$ cat src/rtl/tmr_pkg.sv
package tmr_pkg;
    localparam int MODE_W = 3;
    localparam logic [MODE_W-1:0] MODE_INTERVAL = 3'b000;

    typedef struct packed {
        logic [MODE_W-1:0] mode;
        logic              en;
    } ctrl_t;
endpackage

$ cat src/rtl/tmr_regs.sv
module tmr_regs
    import tmr_pkg::*;
#(
    parameter int CNT_W  = 16,
    parameter int NUM_CH = 4,
    parameter int ADDR_W = 3
) (
    input  logic                    clk,
    input  logic                    rst_n,
    input  logic                    wr_en,
    input  logic [ADDR_W-1:0]       wr_addr,
    input  logic [CNT_W-1:0]        wr_data,
    output logic                    run_o,
    output logic [NUM_CH*CNT_W-1:0] cmp_o
);
    localparam int CMP_BITS = NUM_CH * CNT_W;

    typedef struct packed {
        ctrl_t               ctrl;
        logic [CMP_BITS-1:0] cmp;
    } regs_t;

    regs_t regs_d, regs_q;

    always_comb begin
        regs_d = regs_q;
        if (wr_en) begin
            if (wr_addr == '0) begin
                regs_d.ctrl.en   = wr_data[0];
                regs_d.ctrl.mode = wr_data[MODE_W:1];
            end
            for (int k = 0; k < NUM_CH; k++) begin
                if (wr_addr == ADDR_W'(k + 1)) begin
                    regs_d.cmp[k*CNT_W +: CNT_W] = wr_data;
                end
            end
        end
    end

    always_ff @(posedge clk or negedge rst_n) begin
        if (!rst_n) begin
            regs_q <= '0;
        end else begin
            regs_q <= regs_d;
        end
    end

    assign run_o = regs_q.ctrl.en && (regs_q.ctrl.mode == MODE_INTERVAL);
    assign cmp_o = regs_q.cmp;
endmodule

$ cat src/rtl/tmr_counter.sv
module tmr_counter #(
    parameter int CNT_W = 16
) (
    input  logic             clk,
    input  logic             rst_n,
    input  logic             run_i,
    input  logic             tick_i,
    input  logic [CNT_W-1:0] per_i,
    output logic [CNT_W-1:0] cnt_o,
    output logic             adv_o
);
    typedef struct packed {
        logic [CNT_W-1:0] cnt;
    } cnt_state_t;

    cnt_state_t st_d, st_q;

    always_comb begin
        st_d = st_q;
        if (!run_i) begin
            st_d.cnt = '0;
        end else if (tick_i) begin
            if (st_q.cnt == per_i) begin
                st_d.cnt = '0;
            end else begin
                st_d.cnt = st_q.cnt + CNT_W'(1);
            end
        end
    end

    always_ff @(posedge clk or negedge rst_n) begin
        if (!rst_n) begin
            st_q <= '0;
        end else begin
            st_q <= st_d;
        end
    end

    assign cnt_o = st_q.cnt;
    assign adv_o = run_i && tick_i;


    cnt_hold_chk: assert property (@(posedge clk) disable iff (!rst_n)
        (run_i && !tick_i) |=> $stable(st_q.cnt));


    period_wrap_chk: assert property (@(posedge clk) disable iff (!rst_n)
        (run_i && tick_i && (st_q.cnt == per_i)) |=> (st_q.cnt == '0));


    stop_clear_chk: assert property (@(posedge clk) disable iff (!rst_n)
        !run_i |=> (st_q.cnt == '0));
endmodule

$ cat src/rtl/tmr_chan.sv
module tmr_chan #(
    parameter int CNT_W = 16
) (
    input  logic             clk,
    input  logic             rst_n,
    input  logic             run_i,
    input  logic             adv_i,
    input  logic [CNT_W-1:0] cnt_i,
    input  logic [CNT_W-1:0] cmp_i,
    output logic             irq_o,
    output logic             tout_o
);
    typedef struct packed {
        logic irq;
        logic tout;
    } chan_state_t;

    chan_state_t st_d, st_q;
    logic        hit;

    always_comb begin
        hit     = adv_i && (cnt_i == cmp_i);
        st_d    = st_q;
        st_d.irq = hit;
        if (!run_i) begin
            st_d.tout = 1'b0;
        end else if (hit) begin
            st_d.tout = !st_q.tout;
        end
    end

    always_ff @(posedge clk or negedge rst_n) begin
        if (!rst_n) begin
            st_q <= '0;
        end else begin
            st_q <= st_d;
        end
    end

    assign irq_o  = st_q.irq;
    assign tout_o = st_q.tout;


    idle_quiet_chk: assert property (@(posedge clk) disable iff (!rst_n)
        !run_i |=> (!irq_o && !tout_o));


    irq_toggle_chk: assert property (@(posedge clk) disable iff (!rst_n)
        irq_o |-> (tout_o != $past(tout_o)));
endmodule

$ cat src/rtl/interval_cmp_timer.sv
module interval_cmp_timer #(
    parameter int CNT_W  = 16,
    parameter int NUM_CH = 4,
    parameter int ADDR_W = 3
) (
    input  logic              clk,
    input  logic              rst_n,
    input  logic              wr_en,
    input  logic [ADDR_W-1:0] wr_addr,
    input  logic [CNT_W-1:0]  wr_data,
    input  logic              cnt_tick,
    output logic [NUM_CH-1:0] irq_o,
    output logic [NUM_CH-1:0] tout_o
);
    localparam int CMP_BITS = NUM_CH * CNT_W;

    logic                run;
    logic [CMP_BITS-1:0] cmp;
    logic [CNT_W-1:0]    cnt;
    logic                adv;

    tmr_regs #(.CNT_W(CNT_W), .NUM_CH(NUM_CH), .ADDR_W(ADDR_W)) regs_i (
        .clk     (clk),
        .rst_n   (rst_n),
        .wr_en   (wr_en),
        .wr_addr (wr_addr),
        .wr_data (wr_data),
        .run_o   (run),
        .cmp_o   (cmp)
    );

    tmr_counter #(.CNT_W(CNT_W)) counter_i (
        .clk    (clk),
        .rst_n  (rst_n),
        .run_i  (run),
        .tick_i (cnt_tick),
        .per_i  (cmp[CNT_W-1:0]),
        .cnt_o  (cnt),
        .adv_o  (adv)
    );

    for (genvar k = 0; k < NUM_CH; k++) begin : g_chan
        tmr_chan #(.CNT_W(CNT_W)) chan_i (
            .clk    (clk),
            .rst_n  (rst_n),
            .run_i  (run),
            .adv_i  (adv),
            .cnt_i  (cnt),
            .cmp_i  (cmp[k*CNT_W +: CNT_W]),
            .irq_o  (irq_o[k]),
            .tout_o (tout_o[k])
        );
    end


    reset_idle_chk: assert property (@(posedge clk)
        !rst_n |=> (irq_o == '0));
endmodule

$ cat config.mk
export PLATFORM = sky130hd
export DESIGN_NAME = interval_cmp_timer
export DESIGN_NICKNAME = d
export VERILOG_FILES = /design/src/rtl/tmr_pkg.sv /design/src/rtl/tmr_regs.sv /design/src/rtl/tmr_counter.sv /design/src/rtl/tmr_chan.sv /design/src/rtl/interval_cmp_timer.sv
export SDC_FILE = /design/constraint.sdc
export NUM_CORES = 1
export LEC_CHECK = 0
export CAP_MARGIN = 20
export CORE_ASPECT_RATIO = 0.8
export CORE_MARGIN = 4
export CORE_UTILIZATION = 30
export DETAILED_ROUTE_END_ITERATION = 12
export GPL_ROUTABILITY_DRIVEN = 0
export GPL_TIMING_DRIVEN = 0
export MAX_ROUTING_LAYER = met4
export PLACE_DENSITY = 0.51
export REMOVE_ABC_BUFFERS = 1
export SETUP_SLACK_MARGIN = 0.5
export SLEW_MARGIN = 5
export SYNTH_ARGS = -nofsm -noshare
export SYNTH_HDL_FRONTEND = slang
export SYNTH_SLANG_ARGS = --single-unit
$ cat constraint.sdc
create_clock -name clk -period 2.31 [get_ports clk]
set_clock_uncertainty 0.1 [all_clocks]
set_input_delay 0.3465 -clock clk [delete_from_list [all_inputs] [get_ports clk]]
set_output_delay 0.3465 -clock clk [all_outputs]
set_load 0.01 [all_outputs]
Yosys cells after proc, flatten, opt, wreduce, memory -nomap -nowiden
Cells that the tools add are included.
- equal/unequal tests: 13
- reduce and logical (&&, ||, !) cells: 17
- add/sub/neg operators: 1
- multiplexer cells: 11
- operators with widths (cell ; number):
    16-bit == test ; 4
    16-bit 2-to-1 mux ; 3
    16-bit by 1-bit adder with 16-bit output, second input constant ; 1
    2-bit AND reduction ; 5
    1-bit 2-to-1 mux ; 8
    2-bit by 1-bit != test with 1-bit output, second input constant ; 4
    3-bit by 2-bit == test with 1-bit output, second input constant ; 2
    1-bit logical AND ; 6
    3-bit zero test ; 2
    1-bit zero test ; 4
    3-bit by 1-bit == test with 1-bit output, second input constant ; 1
    3-bit == test, second input constant ; 1
    2-bit != test, second input constant ; 1
- output and inout port bits: 8
- register bits after elaboration: 92

Logic depth before layout (Yosys ltp)
- depth in word-level cells: 6
- depth in mapped cells: 7
- depth with buffers taken out: 6

Cells and area by module
A second synthesis with hierarchy kept.
- cells, all modules: 466
- area, all modules: 5336.4 um2
- by module, submodules not included (module ; area each (um2) ; sequential area each (um2) ; instances ; cells an instance):
    tmr_regs ; 3153.0 ; 1701.6 ; 1 ; 213
    tmr_counter ; 1182.4 ; 400.4 ; 1 ; 141
    tmr_chan ; 250.2 ; 50.0 ; 4 ; 28

Worst setup path before layout
No wires, ideal clock.
- path kind: register -> register
- start point: reg counter_i.st_q (netlist bit counter_i.cnt_o[0])
- end point: reg counter_i.st_q (netlist bit counter_i.cnt_o[15])
- path buffers: 2
- setup time: 137 ps
- required time: 2073 ps
- slack: 365 ps
- clock period less this slack: 1945 ps
- stages on the path, launching flop included: 8
- arrival time: 1708 ps
- cell sequence: dfrtp_1 -> buf_6 -> nand3_4 -> or3_1 -> buf_2 -> or4_4 -> nand4_1 -> o311ai_2
- word-level cells in the longest chain between the ends: 4
- RTL lines (element ; line ; source):
    start: declaration ; tmr_counter.sv:16 ; cnt_state_t st_d, st_q;
    start signal: assignment ; tmr_counter.sv:35 ; st_q <= st_d;
    16-bit by 1-bit adder with 16-bit output / 16-bit == test (equally long branches) ; tmr_counter.sv:26, tmr_counter.sv:23 ;
    16-bit 2-to-1 mux (*) ; tmr_counter.sv:23 ; if (st_q.cnt == per_i) begin
    16-bit 2-to-1 mux (*) ; tmr_counter.sv:22 ; end else if (tick_i) begin
    16-bit 2-to-1 mux (*) ; tmr_counter.sv:20 ; if (!run_i) begin
Every way passes the cells marked *; elsewhere a longest branch is shown, timed or not. The select of a mux whose other input is x is not followed.
A chain may end at the register's enable or synchronous reset.

Worst setup path after layout
- start point: reg counter_i.st_q (netlist bit counter_i.cnt_o[1])
- end point: reg counter_i.st_q (netlist bit counter_i.cnt_o[11])
The elaborated chain is that of the path after synthesis.

==> qor.csv <==
metric;value;unit
status;finished, final reports clean;
TritonCTS Buffers;9;
actual slew at the worst max-slew pin;0.418;ns
Netlist Area Pre-Place;0.00462;sq mm
Post-synth ARST share;100;%
fillers;1432;
Placed Instances;601;
post-route insts no fill;666;
Min-Delay Path Depth;1;
hpwl dp;8020;um
clock root buffer;clkbuf_16;
initial antenna violation count;0;
Max Clock Freq;496;MHz
largest net degree at the start of global routing;65;
floorplan row count;40;
CP peak stage delay;0.49;ns
final worst path period share;87.3;%
CP Data Required Time;2.42;ns
Hold Fails Final Rpt;0;
switching part of the total power;26.5;%
CP Capture Type;flip-flop;
sw power;1.20;mW
Pleak;2.58;nW
drt first pass iters;4;
Final Max Slew Viols;0;
P_int;3.32;mW
FF+latch area;0.00232;sq mm
RSZ-0062 raised after global routing;yes;
cells along the critical path;xor2_1 > nor4_4 > buf_4 > nand4_1 > buf_6 > o2111ai_1 > o211ai_1;
critical path type;flip-flop to flip-flop;
Die W;147;um
CP arrival;2.13;ns
Synth Flop Type;dfrtp_1;
clk slew on worst S/H paths;0.06;ns
core area;0.0151;sq mm
starting density of the core;30.7;%
total grt overflow;0;
syn avg cell area;11.7;sq um
share of layout cells above drive strength 1;43.4;%
P&R area growth vs syn;33.3;%
hold crit path type;flip-flop to flip-flop;
sequential share of power;45.9;%
max_slew headroom;72.2;%
input/output buffers;30;
sequential element share of the synthesized area;49.8;%
DRC;0;
ANT cells;0;
final net count;475;
CTS tree;done;
area of the die;0.0175;sq mm
Clk Latency, worst-skew pair;0.34;ns
H-tree levels;3;
Design Power;4.52;mW
power per cell area;733;mW/mm^2
VDD IR max;0.359;mV
Wirelength per Cell;18.2;um
Reg2Reg Depth;7;
clock share of power;35.8;%
Synth top area share;49.8;%
Via-to-Cell Ratio;4.85;
via count;3230;
first-pass GRT wire length;19200;um
clk sinks;92;
routed wire length;12100;um
Max-cap violations;0;
crit path time final;2.02;ns
# setup viols final;0;
Layout Utilization;40.9;%
area leader, netlist;dfrtp_1;
Synth cell types;43;
Die Height;119;um
Cells after Synth;394;
setup tns final;0;ns
clock tree buffer depth;2;
footprint of the multi-input gates;0.00242;sq mm
CP max FO;7;
Hold Slack;0.379;ns
slowest stage cell, crit path;dfrtp_2;
GR Util All Layers;14.7;%
EDFF count, synth;0;
Synth area leaders;dfrtp_1, mux2_2, xor2_1;
vias in the first global route;3359;
FF+latch count, synth;92;
I/O pins;31;
Final ANT Viol Nets;0;
Yosys warnings;0;
combinational fraction of design power;18.3;%
Worst Setup Start Kind;flip-flop;
initial drt markers;142;
cells by family (layout without fill, tap and decap cells):
kind of cell	Yosys count	after routing	share of synthesized area [%]
AOI/OAI and AO/OA	23	23	3.44
xor gates and xnor gates	65	65	12.3
and+or+nand+nor	101	103	12.1
buffers and inverters	41	101	4.84
muxes	71	71	17.2
adders and majority gates	1	1	0.271
DFF	92	92	49.8
synth_stat cells (all sizes together), types with 3 or more instances:
master and n:
mux2 68, o311ai 3, o22ai 3, buf 24
inv 4, mux2i 3, and4 3, nor2 5
nor3 8, nor4 14, o21ai 4, nand3 12
xnor2 12, nand2 33, nand4 11, clkbuf 13
xor2 53, dfrtp 92, a31oi 7
repair_timing:
action | 4_1_cts | 5_1_grt
cloned | 2 | 0
gates resized for setup | 64 | 18
buffers inserted | 24 | 22
pin swaps | 35 | 15
setup endpoints to repair | 76 | 79
hold endpoints to repair | 28 | 0
hold buffers | 1 | 0
power by group through the flow:
| stage | clock network, mW | logic, mW | registers [mW] |
|---|---|---|---|
| floorplan | 0 | 0.458 | 2.04 |
| global placement | 0 | 0.646 | 2.08 |
| detailed placement | 0 | 0.669 | 2.10 |
| CTS | 1.65 | 0.789 | 2.08 |
| global route | 1.71 | 0.904 | 2.11 |
| finish | 1.62 | 0.826 | 2.08 |
layer usage:
| metal | routed length, um | track usage (%) | part of all wire, % | vias up |
|---|---|---|---|---|
| li1 | - | - | - | 1494 |
| met1 | 6090 | 21.3 | 50 | 1647 |
| met2 | 5440 | 21.2 | 45 | 79 |
| met3 | 512 | 3.39 | 4.2 | 10 |
| met4 | 98 | 2.94 | 0.81 | 0 |
| met5 | 0 | - | 0 | - |
path summary, 6_finish.rpt:
| kind | start | to | slack (ns) |
|---|---|---|---|
| min reg2reg | g_chan[1].chan_i.tout_o | g_chan[1].chan_i.tout_o | 0.38 |
| max in group asynchronous | rst_n | regs_i.cmp_o[15] | 1.06 |
| min in group asynchronous | rst_n | regs_i.cmp_o[41] | 0.39 |
| min | g_chan[1].chan_i.tout_o | g_chan[1].chan_i.tout_o | 0.38 |
| max | counter_i.cnt_o[1] | counter_i.cnt_o[11] | 0.29 |
| max reg2reg | counter_i.cnt_o[1] | counter_i.cnt_o[11] | 0.29 |
sequential cells by signal, summed over array words and instances (netlist names):
| signal | count |
|---|---|
| regs_i.cmp_o | 64 |
| counter_i.cnt_o | 16 |
| g_chan.chan_i.irq_o | 4 |
| g_chan.chan_i.tout_o | 4 |
| regs_i.regs_q | 4 |
cell usage in the layout, fill, tap and decap left out, drive strengths merged, types with 4 or more instances in the layout:
cell type	netlist	final
dfrtp	92	92
mux2	68	68
xor2	53	53
buf	24	50
nand2	33	34
clkdlybuf4s50	0	27
clkbuf	13	15
nor4	14	14
xnor2	12	12
nand4	11	12
nand3	12	12
nor3	8	8
a31oi	7	7
nor2	5	5
inv	4	4
o21ai	4	4
critical path: cells and delay by family, from the launching register on:
family | cells | cell delay (ns)
xor gates and xnor gates | 1 | 0.20
AOI/OAI and AO/OA | 2 | 0.20
buffers and inverters | 2 | 0.36
DFF | 1 | 0.49
and+or+nand+nor | 2 | 0.53
stage by stage:
stage	setup WS [ns]	instance area, sq um
after floorplan	0.0875	4420
after global placement	-2.80	4980
after detailed placement	-0.919	5070
after CTS	0.297	5910
after global routing	0.280	6160
final	0.293	6160
final cells by class:
cell class	count	share of cell area (%)
inverters	4	0.244
repair buffers	81	13.2
clock buffers	14	4.77
clock inverters	2	0.629
multi-input cells	263	39.3
flip-flops and latches	92	37.7
well taps	210	4.26
(Power assumes the default switching activity.)
